### config.mk
export PLATFORM = sky130hd
export DESIGN_NAME = rtc_update_timer
export DESIGN_NICKNAME = d
export VERILOG_FILES = /design/src/rtl/rtc_upd_pkg.sv /design/src/rtl/rtc_upd_datapath.sv /design/src/rtl/rtc_upd_control.sv /design/src/rtl/rtc_update_timer.sv
export SDC_FILE = /design/constraint.sdc
export NUM_CORES = 1
export LEC_CHECK = 0
export BUFFER_PORTS_ARGS = -buffer_cell sky130_fd_sc_hd__buf_2
export CORE_MARGIN = 5
export CORE_UTILIZATION = 25
export CTS_BUF_LIST = sky130_fd_sc_hd__clkbuf_16
export DETAILED_ROUTE_END_ITERATION = 6
export PLACE_DENSITY_LB_ADDON = 0.2
export SYNTH_ARGS = -nofsm -noshare
export SYNTH_HDL_FRONTEND = slang
export SYNTH_SLANG_ARGS = --single-unit
### constraint.sdc
create_clock -name clk -period 4 [get_ports clk]
set_clock_uncertainty 0.2 [all_clocks]
set_input_delay 0.6 -clock clk [delete_from_list [all_inputs] [get_ports clk]]
set_output_delay 0.6 -clock clk [all_outputs]
set_load 0.02 [all_outputs]
### src/rtl/rtc_upd_pkg.sv
package rtc_upd_pkg;
  // Strobes passed from control to datapath each cycle
  typedef struct packed {
    logic clear;   // hold both counters at zero
    logic count;   // a reference tick is to be counted
  } dpStrobe_t;
endpackage

### src/rtl/rtc_upd_datapath.sv
module rtc_upd_datapath
  import rtc_upd_pkg::*;
#(
  parameter int NOMINAL_PERIODS  = 32768,
  parameter int SECONDS_PER_HOUR = 3600,
  parameter int COMP_W           = 16
) (
  input  logic              clk,
  input  logic              rst,
  input  dpStrobe_t         stb,
  input  logic              autoComp,
  input  logic [COMP_W-1:0] compVal,
  output logic              cycleEnd
);
  localparam int CNT_W = $clog2(NOMINAL_PERIODS + (1 << (COMP_W - 1)) + 1);
  localparam int EXT_W = CNT_W + 1;
  localparam int SEC_W = $clog2(SECONDS_PER_HOUR + 1);
  localparam logic [SEC_W-1:0] LAST_SEC = SEC_W'(SECONDS_PER_HOUR - 1);

  logic [CNT_W-1:0] periodCnt;
  logic [CNT_W-1:0] targetLen;
  logic [SEC_W-1:0] secCnt;
  logic [SEC_W-1:0] nextSec;
  logic [CNT_W-1:0] tgtFirst;
  logic [CNT_W-1:0] tgtNext;

  // Length of the cycle that begins with the seconds counter at 'sec'
  function automatic logic [CNT_W-1:0] cycleLen(input logic [SEC_W-1:0] sec,
                                                input logic ena,
                                                input logic [COMP_W-1:0] c);
    logic [EXT_W-1:0] diff;
    diff = {1'b0, CNT_W'(NOMINAL_PERIODS)} -
           {{(EXT_W - COMP_W){c[COMP_W-1]}}, c};
    if (!(ena && sec == LAST_SEC))
      return CNT_W'(NOMINAL_PERIODS);
    else if (diff[EXT_W-1] || diff == '0)
      return CNT_W'(1);
    else
      return diff[CNT_W-1:0];
  endfunction

  always_comb begin
    nextSec  = (secCnt == LAST_SEC) ? '0 : secCnt + SEC_W'(1);
    tgtFirst = cycleLen('0, autoComp, compVal);
    tgtNext  = cycleLen(nextSec, autoComp, compVal);
    cycleEnd = stb.count && (periodCnt == targetLen - CNT_W'(1));
  end

  always_ff @(posedge clk) begin
    if (rst || stb.clear) begin
      periodCnt <= '0;
      secCnt    <= '0;
      targetLen <= tgtFirst;
    end else if (cycleEnd) begin
      periodCnt <= '0;
      secCnt    <= nextSec;
      targetLen <= tgtNext;
    end else if (stb.count) begin
      periodCnt <= periodCnt + CNT_W'(1);
    end
  end
endmodule

### src/rtl/rtc_upd_control.sv
module rtc_upd_control
  import rtc_upd_pkg::*;
#(
  parameter int BUSY_LEAD = 16
) (
  input  logic      clk,
  input  logic      rst,
  input  logic      run,
  input  logic      refTick,
  input  logic      cycleEnd,
  output dpStrobe_t stb,
  output logic      updPulse,
  output logic      busy
);
  localparam int LEAD_W = $clog2(BUSY_LEAD + 1);
  localparam logic [LEAD_W-1:0] LEAD = LEAD_W'(BUSY_LEAD);

  logic [LEAD_W-1:0] leadCnt;
  logic              pulseQ;

  always_comb begin
    stb.clear = !run;
    stb.count = run && refTick;
    updPulse  = pulseQ;
    busy      = (leadCnt != '0) || pulseQ;
  end

  always_ff @(posedge clk) begin
    if (rst || !run) begin
      leadCnt <= '0;
      pulseQ  <= 1'b0;
    end else begin
      pulseQ <= (leadCnt == LEAD_W'(1));
      if (cycleEnd)
        leadCnt <= LEAD;
      else if (leadCnt != '0)
        leadCnt <= leadCnt - LEAD_W'(1);
    end
  end
endmodule

### src/rtl/rtc_update_timer.sv
module rtc_update_timer
  import rtc_upd_pkg::*;
#(
  parameter int NOMINAL_PERIODS  = 32768,
  parameter int SECONDS_PER_HOUR = 3600,
  parameter int COMP_W           = 16,
  parameter int BUSY_LEAD        = 16,
  parameter int SYS_CLK_HZ       = 250_000_000,
  parameter int BUSY_MAX_NS      = 15_000
) (
  input  logic              clk,
  input  logic              rst,
  input  logic              refTick,
  input  logic              run,
  input  logic              autoComp,
  input  logic [COMP_W-1:0] compVal,
  output logic              updPulse,
  output logic              busy
);
  localparam longint LEAD_NS_X = longint'(BUSY_LEAD) * 64'd1_000_000_000;
  localparam longint LIMIT_X   = longint'(BUSY_MAX_NS) * longint'(SYS_CLK_HZ);

  generate
    if (BUSY_LEAD < 1 || LEAD_NS_X > LIMIT_X) begin : g_leadBad
      $error("BUSY_LEAD must be at least 1 and within BUSY_MAX_NS");
    end
  endgenerate

  dpStrobe_t stb;
  logic      cycleEnd;

  rtc_upd_control #(.BUSY_LEAD(BUSY_LEAD)) u_ctrl (
    .clk(clk), .rst(rst), .run(run), .refTick(refTick), .cycleEnd(cycleEnd),
    .stb(stb), .updPulse(updPulse), .busy(busy)
  );

  rtc_upd_datapath #(
    .NOMINAL_PERIODS(NOMINAL_PERIODS), .SECONDS_PER_HOUR(SECONDS_PER_HOUR),
    .COMP_W(COMP_W)
  ) u_dp (
    .clk(clk), .rst(rst), .stb(stb), .autoComp(autoComp), .compVal(compVal),
    .cycleEnd(cycleEnd)
  );
endmodule

# Word level (Yosys, flattened, before mapping)
# Index checks and enable logic that the tools add are counted.
[word_totals]
reg_bits = 52
inputBits = 21
output_inout_bits = 2
wordCells = 31
[classes]
n_addsub = 5
eq_ne = 4
muxes = 5
n_reduce_logical = 11
[op_table]
columns = ["op", "n"]
rows = [
  ["$mux 17", 2],
  ["$eq 12x12->1 const B", 2],
  ["$logic_not 18->1", 1],
  ["$sub 17x16->18 const A", 1],
  ["$add 17x1->17 const B", 1],
  ["$eq 17x17->1", 1],
  ["$sub 17x1->17 const B", 1],
  ["$add 12x1->12 const B", 1],
  ["$mux 12", 1],
  ["$mux 5", 2],
  ["$eq 5x1->1 const B", 1],
  ["$reduce_bool 5->1", 1],
  ["$sub 5x1->5 const B", 1],
  ["$logic_and 1x1->1", 3],
  ["$logic_or 1x1->1", 3],
  ["$reduce_bool 2->1", 1],
  ["$reduce_or 2->1", 1],
  ["$logic_not 1->1", 1],
]

# Longest topological paths before layout
[logic_depth]
word_depth = 5
mapped_depth = 10
depth_no_buf = 9

# Modules after synthesis
# A second synthesis with hierarchy kept.
[unflattened]
cells_unflattened = 426
hier_area_um2 = 3457.1
[by_module_without_submodules]
columns = ["mod", "instances", "cells_each", "area_each_um2", "seq_area_each_um2"]
rows = [
  ["rtc_upd_datapath", 1, 395, 3163.0, 920.9],
  ["rtc_upd_control", 1, 31, 294.0, 120.1],
]

# Worst setup path after synthesis
# No wires, ideal clock.
[synth_timing]
path_type = "reg-to-reg"
start = "reg u_dp.targetLen[0]"
end = "reg u_dp.targetLen[7]"
setup_time_ns = 0.125
arrival_time_ns = 2.648
required_ns = 3.675
slack_ns = 1.027
path_stages_with_launch = 10
path_buffers = 1
period_less_slack_ns = 2.973
cell_sequence = "dfxtp_1 inv_1 ha_1 or3b_2 or4_4 o31ai_2 nand4_2 o21ai_1 buf_2 o22ai_1"
[synth_via]
elab_chain_len = 3
[synth_rtl]
columns = ["item", "line", "text"]
rows = [
  ["from (decl)", "rtc_upd_datapath.sv:21", "logic [CNT_W-1:0] targetLen;"],
  ["from (signal assigned)", "rtc_upd_datapath.sv:53", "targetLen <= tgtFirst;"],
  ["from (signal assigned)", "rtc_upd_datapath.sv:57", "targetLen <= tgtNext;"],
  ["$sub 17x1->17", "rtc_upd_datapath.sv:46", "cycleEnd = stb.count && (periodCnt == targetLen - CNT_W'(1));"],
  ["$eq 17x17->1", "rtc_upd_datapath.sv:46", ""],
  ["$logic_and 1x1->1", "rtc_upd_datapath.sv:46", ""],
]
# Every way passes these cells.
# A chain may end at the register's enable or synchronous reset.

# Worst setup path in the final report
[layout_timing]
start = "reg u_dp.targetLen[0]"
end = "reg u_dp.secCnt[11]"
[layout_via]
elab_chain_len = 3
[layout_rtl]
columns = ["item", "line", "text"]
rows = [
  ["$sub 17x1->17", "rtc_upd_datapath.sv:46", ""],
  ["$eq 17x17->1", "rtc_upd_datapath.sv:46", ""],
  ["$logic_and 1x1->1", "rtc_upd_datapath.sv:46", ""],
  ["to (signal assigned)", "rtc_upd_datapath.sv:56", "secCnt <= nextSec;"],
  ["to (decl)", "rtc_upd_datapath.sv:22", "logic [SEC_W-1:0] secCnt;"],
]
# Every way passes these cells.

==> out/metrics.cfg <==
[outcome]
status=completed

[clocking]
cts-hold-fix-buffers=0
cts-buffers-inserted=5
clockBufferDepth=2
post-cts-setup-buffer-count=0
cts_num_sinks=52
cts_tree=built
insertion_delay_ns=0.29
worst_path_clk_slew_ns=0.07
ctsResizeCount=0
cts.htree.levels=2
clk_root_buffer_cell=sky130_fd_sc_hd__clkbuf_16

[critical_path]
critical_path_arrival_ns=3.49
worstRegToRegCells=8
worst_setup_path_end_kind=flip-flop
reg2reg_slack_ns=0.53
worst_ep_required_time_ns=4.02
regToRegStartpoint=u_dp.targetLen[0]
critPathLaunchType=flip-flop
critical_path_class=flip-flop to flip-flop
worstPathMaxFanout=17
worstReg2RegEnd=u_dp.secCnt[11]

[sta]
max-slew-margin-rel_pct=35.1
final_min_period_over_clock_period_pct=86.7
setup_slack_ns=0.531
post-route-min-period_ns=3.47
rsz0062_at_grt=no
tightestPinTransition_ns=0.965
tns_ns=0
final_max_slew_viol_count=0
finalHoldViolCount=0
final-setup-viol-count=0
clock.fmax_ghz=0.288

[detailed_routing]
detail_route.wirelength_mm=8.23
wl_per_cell_um=13.2
detail_route.vias_per_cell=4.91
detailroute.via_count=3052
drt.antenna.violating_nets=0
route.detailed.drc=0
detail_route.iter0.violations=211
drt_pre_antenna_iters=4

[synth]
synth.area.top_cells=sky130_fd_sc_hd__dfxtp_1 31%, sky130_fd_sc_hd__xnor2_1 9.0%, sky130_fd_sc_hd__xor2_1 5.7%
synth_ff_type=sky130_fd_sc_hd__dfxtp_1
synth_top_family_by_area=simple AND/OR/NAND/NOR gates
synthDistinctLibCells=53
synth-adder-area-share_pct=2.95
synth_seq_area_share_pct=30.7
synth_enable_flop_cells=0
syn-instance-count=418
netlist_area_mm2=0.00339
avgSynthCellArea_um2=8.11
async_flop_share_pct=0
netlist.top_cell.by_area=sky130_fd_sc_hd__dfxtp_1
synthDominantCellAreaShare_pct=30.7
xor_xnor_share_of_the_synthesized_area_pct=14.7
synth.mux.area_fraction_pct=1.22
syn-num-nets=447
synth_seq_cells=52
yosysWarnings=0
synth-compound-area-share_pct=14.5
synth_simple_gate_area_share_pct=32.6

[pwr]
power.net_switching_w=0.000356
switching_share_pct=27.6
vdd_drop_max_mv=0.137
sequentialPowerShare_pct=43.2
pwr_density_cell_mw_per_mm2=331
power.internal_w=0.000933
p_comb_share_pct=19.2
relative_contribution_of_the_clock_network_to_total_power_pct=37.6
leakagePower_nw=1.48

[global_routing]
vias_in_the_first_global_route=2952
grt_max_degree=18
antenna_found_initial=0
globalRoute.totalOverflow=0
grt_first_pass_wirelength_mm=14.0
global_route.peak_usage_layer=met2
grt_met1_usage_pct=14.4
grt_usage_pct=10.3
groute.layer.met2.usage_pct=16.0
grtUsageMet3_pct=2.19

[placed_design]
gp_congestion=0.838
hpwl_mm=6.42
post-place-ws_ns=0.564
number_of_input_and_output_port_buffers_inserted=22

[worst_hold_path]
hold-path-endpoint=u_dp.targetLen[16]
min_path_type=flip-flop to flip-flop
hold-path-cell-count=1
hold_path_startpoint=u_dp.targetLen[16]

[final_layout]
antenna_cells=0
flow.area_growth_from_synthesis_pct=15.0
layout.cells.most_common=sky130_fd_sc_hd__dfxtp_1
final_layout_size_suffix_gt1_share_pct=12.6
final_net_count=474
final_cell_mix=52 x sky130_fd_sc_hd__dfxtp_1, 45 x sky130_fd_sc_hd__nor2_1, 36 x sky130_fd_sc_hd__nand2_1

[floorplan]
initial_core_util_pct=25.5
die_area_mm2=0.0160
ios=23
core_region_area_mm2=0.0133
chipWidth_um=126
core.rowCount=42
dieHeight_um=126

[job]
maxCapViolCount=0

==> synthesized netlist by cell type (all sizes together), types with 12 or more instances <==
master / number
dfxtp: 52
nor2: 45
nand2: 37
xnor2: 35
nand3: 23
xor2: 22
nor3: 18
inv: 17
a21oi: 15
nand4: 14
o21ai: 14
and3: 12
o2bb2ai: 12
==> routing by layer <==
| layer | part of all wire [%] | up-vias |
|---|---|---|
| li1 | - | 1567 |
| met1 | 51 | 1407 |
| met2 | 43 | 64 |
| met3 | 3.5 | 14 |
| met4 | 2.3 | 0 |
| met5 | 0 | - |
==> sequential cells by signal (all words and copies together), names as in the netlist <==
register         count
u_ctrl.updPulse      1
u_ctrl.leadCnt       5
u_dp.secCnt         12
u_dp.periodCnt      17
u_dp.targetLen      17
==> logic make-up (layout without fill, tap and decap cells) <==
family	after synthesis	in the layout
compound gates	69	69
xor+xnor	57	57
fa+ha+maj	8	8
buf+inv	27	55
flops	52	52
mux	4	4
simple gates	201	201
==> layout make-up <==
cell class              instances  area, µm²
clock inverters                 3       38.8
clock buffers                   5        125
flip-flops and latches         52       1040
multi-input cells             339       2240
repair buffers                 30        170
fillers                      1416       9400
inverters                      17       63.8
well taps                     176        220
==> critical path, cell delays in order, from the launching register on <==
cell and delay, ns:
sky130_fd_sc_hd__dfxtp_1 0.35, sky130_fd_sc_hd__inv_1 0.09, sky130_fd_sc_hd__ha_1 0.25, sky130_fd_sc_hd__or3b_2 0.47
sky130_fd_sc_hd__a2111oi_0 0.56, sky130_fd_sc_hd__and4_1 0.33, sky130_fd_sc_hd__nand4_2 0.37, sky130_fd_sc_hd__or4_1 0.63
sky130_fd_sc_hd__a21oi_1 0.14
==> power by group through the flow <==
stage	logic (W)	registers (W)	clock network [W]
after floorplan	0.000181	0.000565	0
after global placement	0.000251	0.000569	0
after detailed placement	0.000251	0.000568	0
after CTS	0.000252	0.000557	0.000500
after global routing	0.000284	0.000559	0.000522
final	0.000248	0.000557	0.000485
==> through the flow <==
stage | util [%] | total power [W] | std cells | hold slack (ns) | area (µm²)
2_1_floorplan | - | 0.000746 | 418 | 0.253 | 3390
3_3_place_gp | 28.1 | 0.000820 | 614 | 0.283 | 3730
3_5_place_dp | 28.1 | 0.000819 | 614 | 0.280 | 3730
4_1_cts | 29.3 | 0.00131 | 622 | 0.292 | 3900
5_1_grt | 29.3 | 0.00136 | 622 | 0.307 | 3900
6_report | 29.3 | 0.00129 | 622 | 0.285 | 3900
==> how the worst max path moves through the flow <==
stage                 startpoint                end  slack (ns)  depth (start not counted)
2_1_floorplan  u_dp.targetLen[0]  u_dp.targetLen[7]        1.03                          9
3_3_place_gp   u_dp.targetLen[0]    u_dp.secCnt[11]        0.65                          8
3_5_place_dp   u_dp.targetLen[0]    u_dp.secCnt[11]        0.56                          8
4_1_cts        u_dp.targetLen[0]     u_dp.secCnt[4]        0.54                          8
5_1_grt        u_dp.targetLen[0]    u_dp.secCnt[11]        0.21                          8
6_report       u_dp.targetLen[0]    u_dp.secCnt[11]        0.53                          8
No activity file was read; power rests on OpenSTA's default activity.
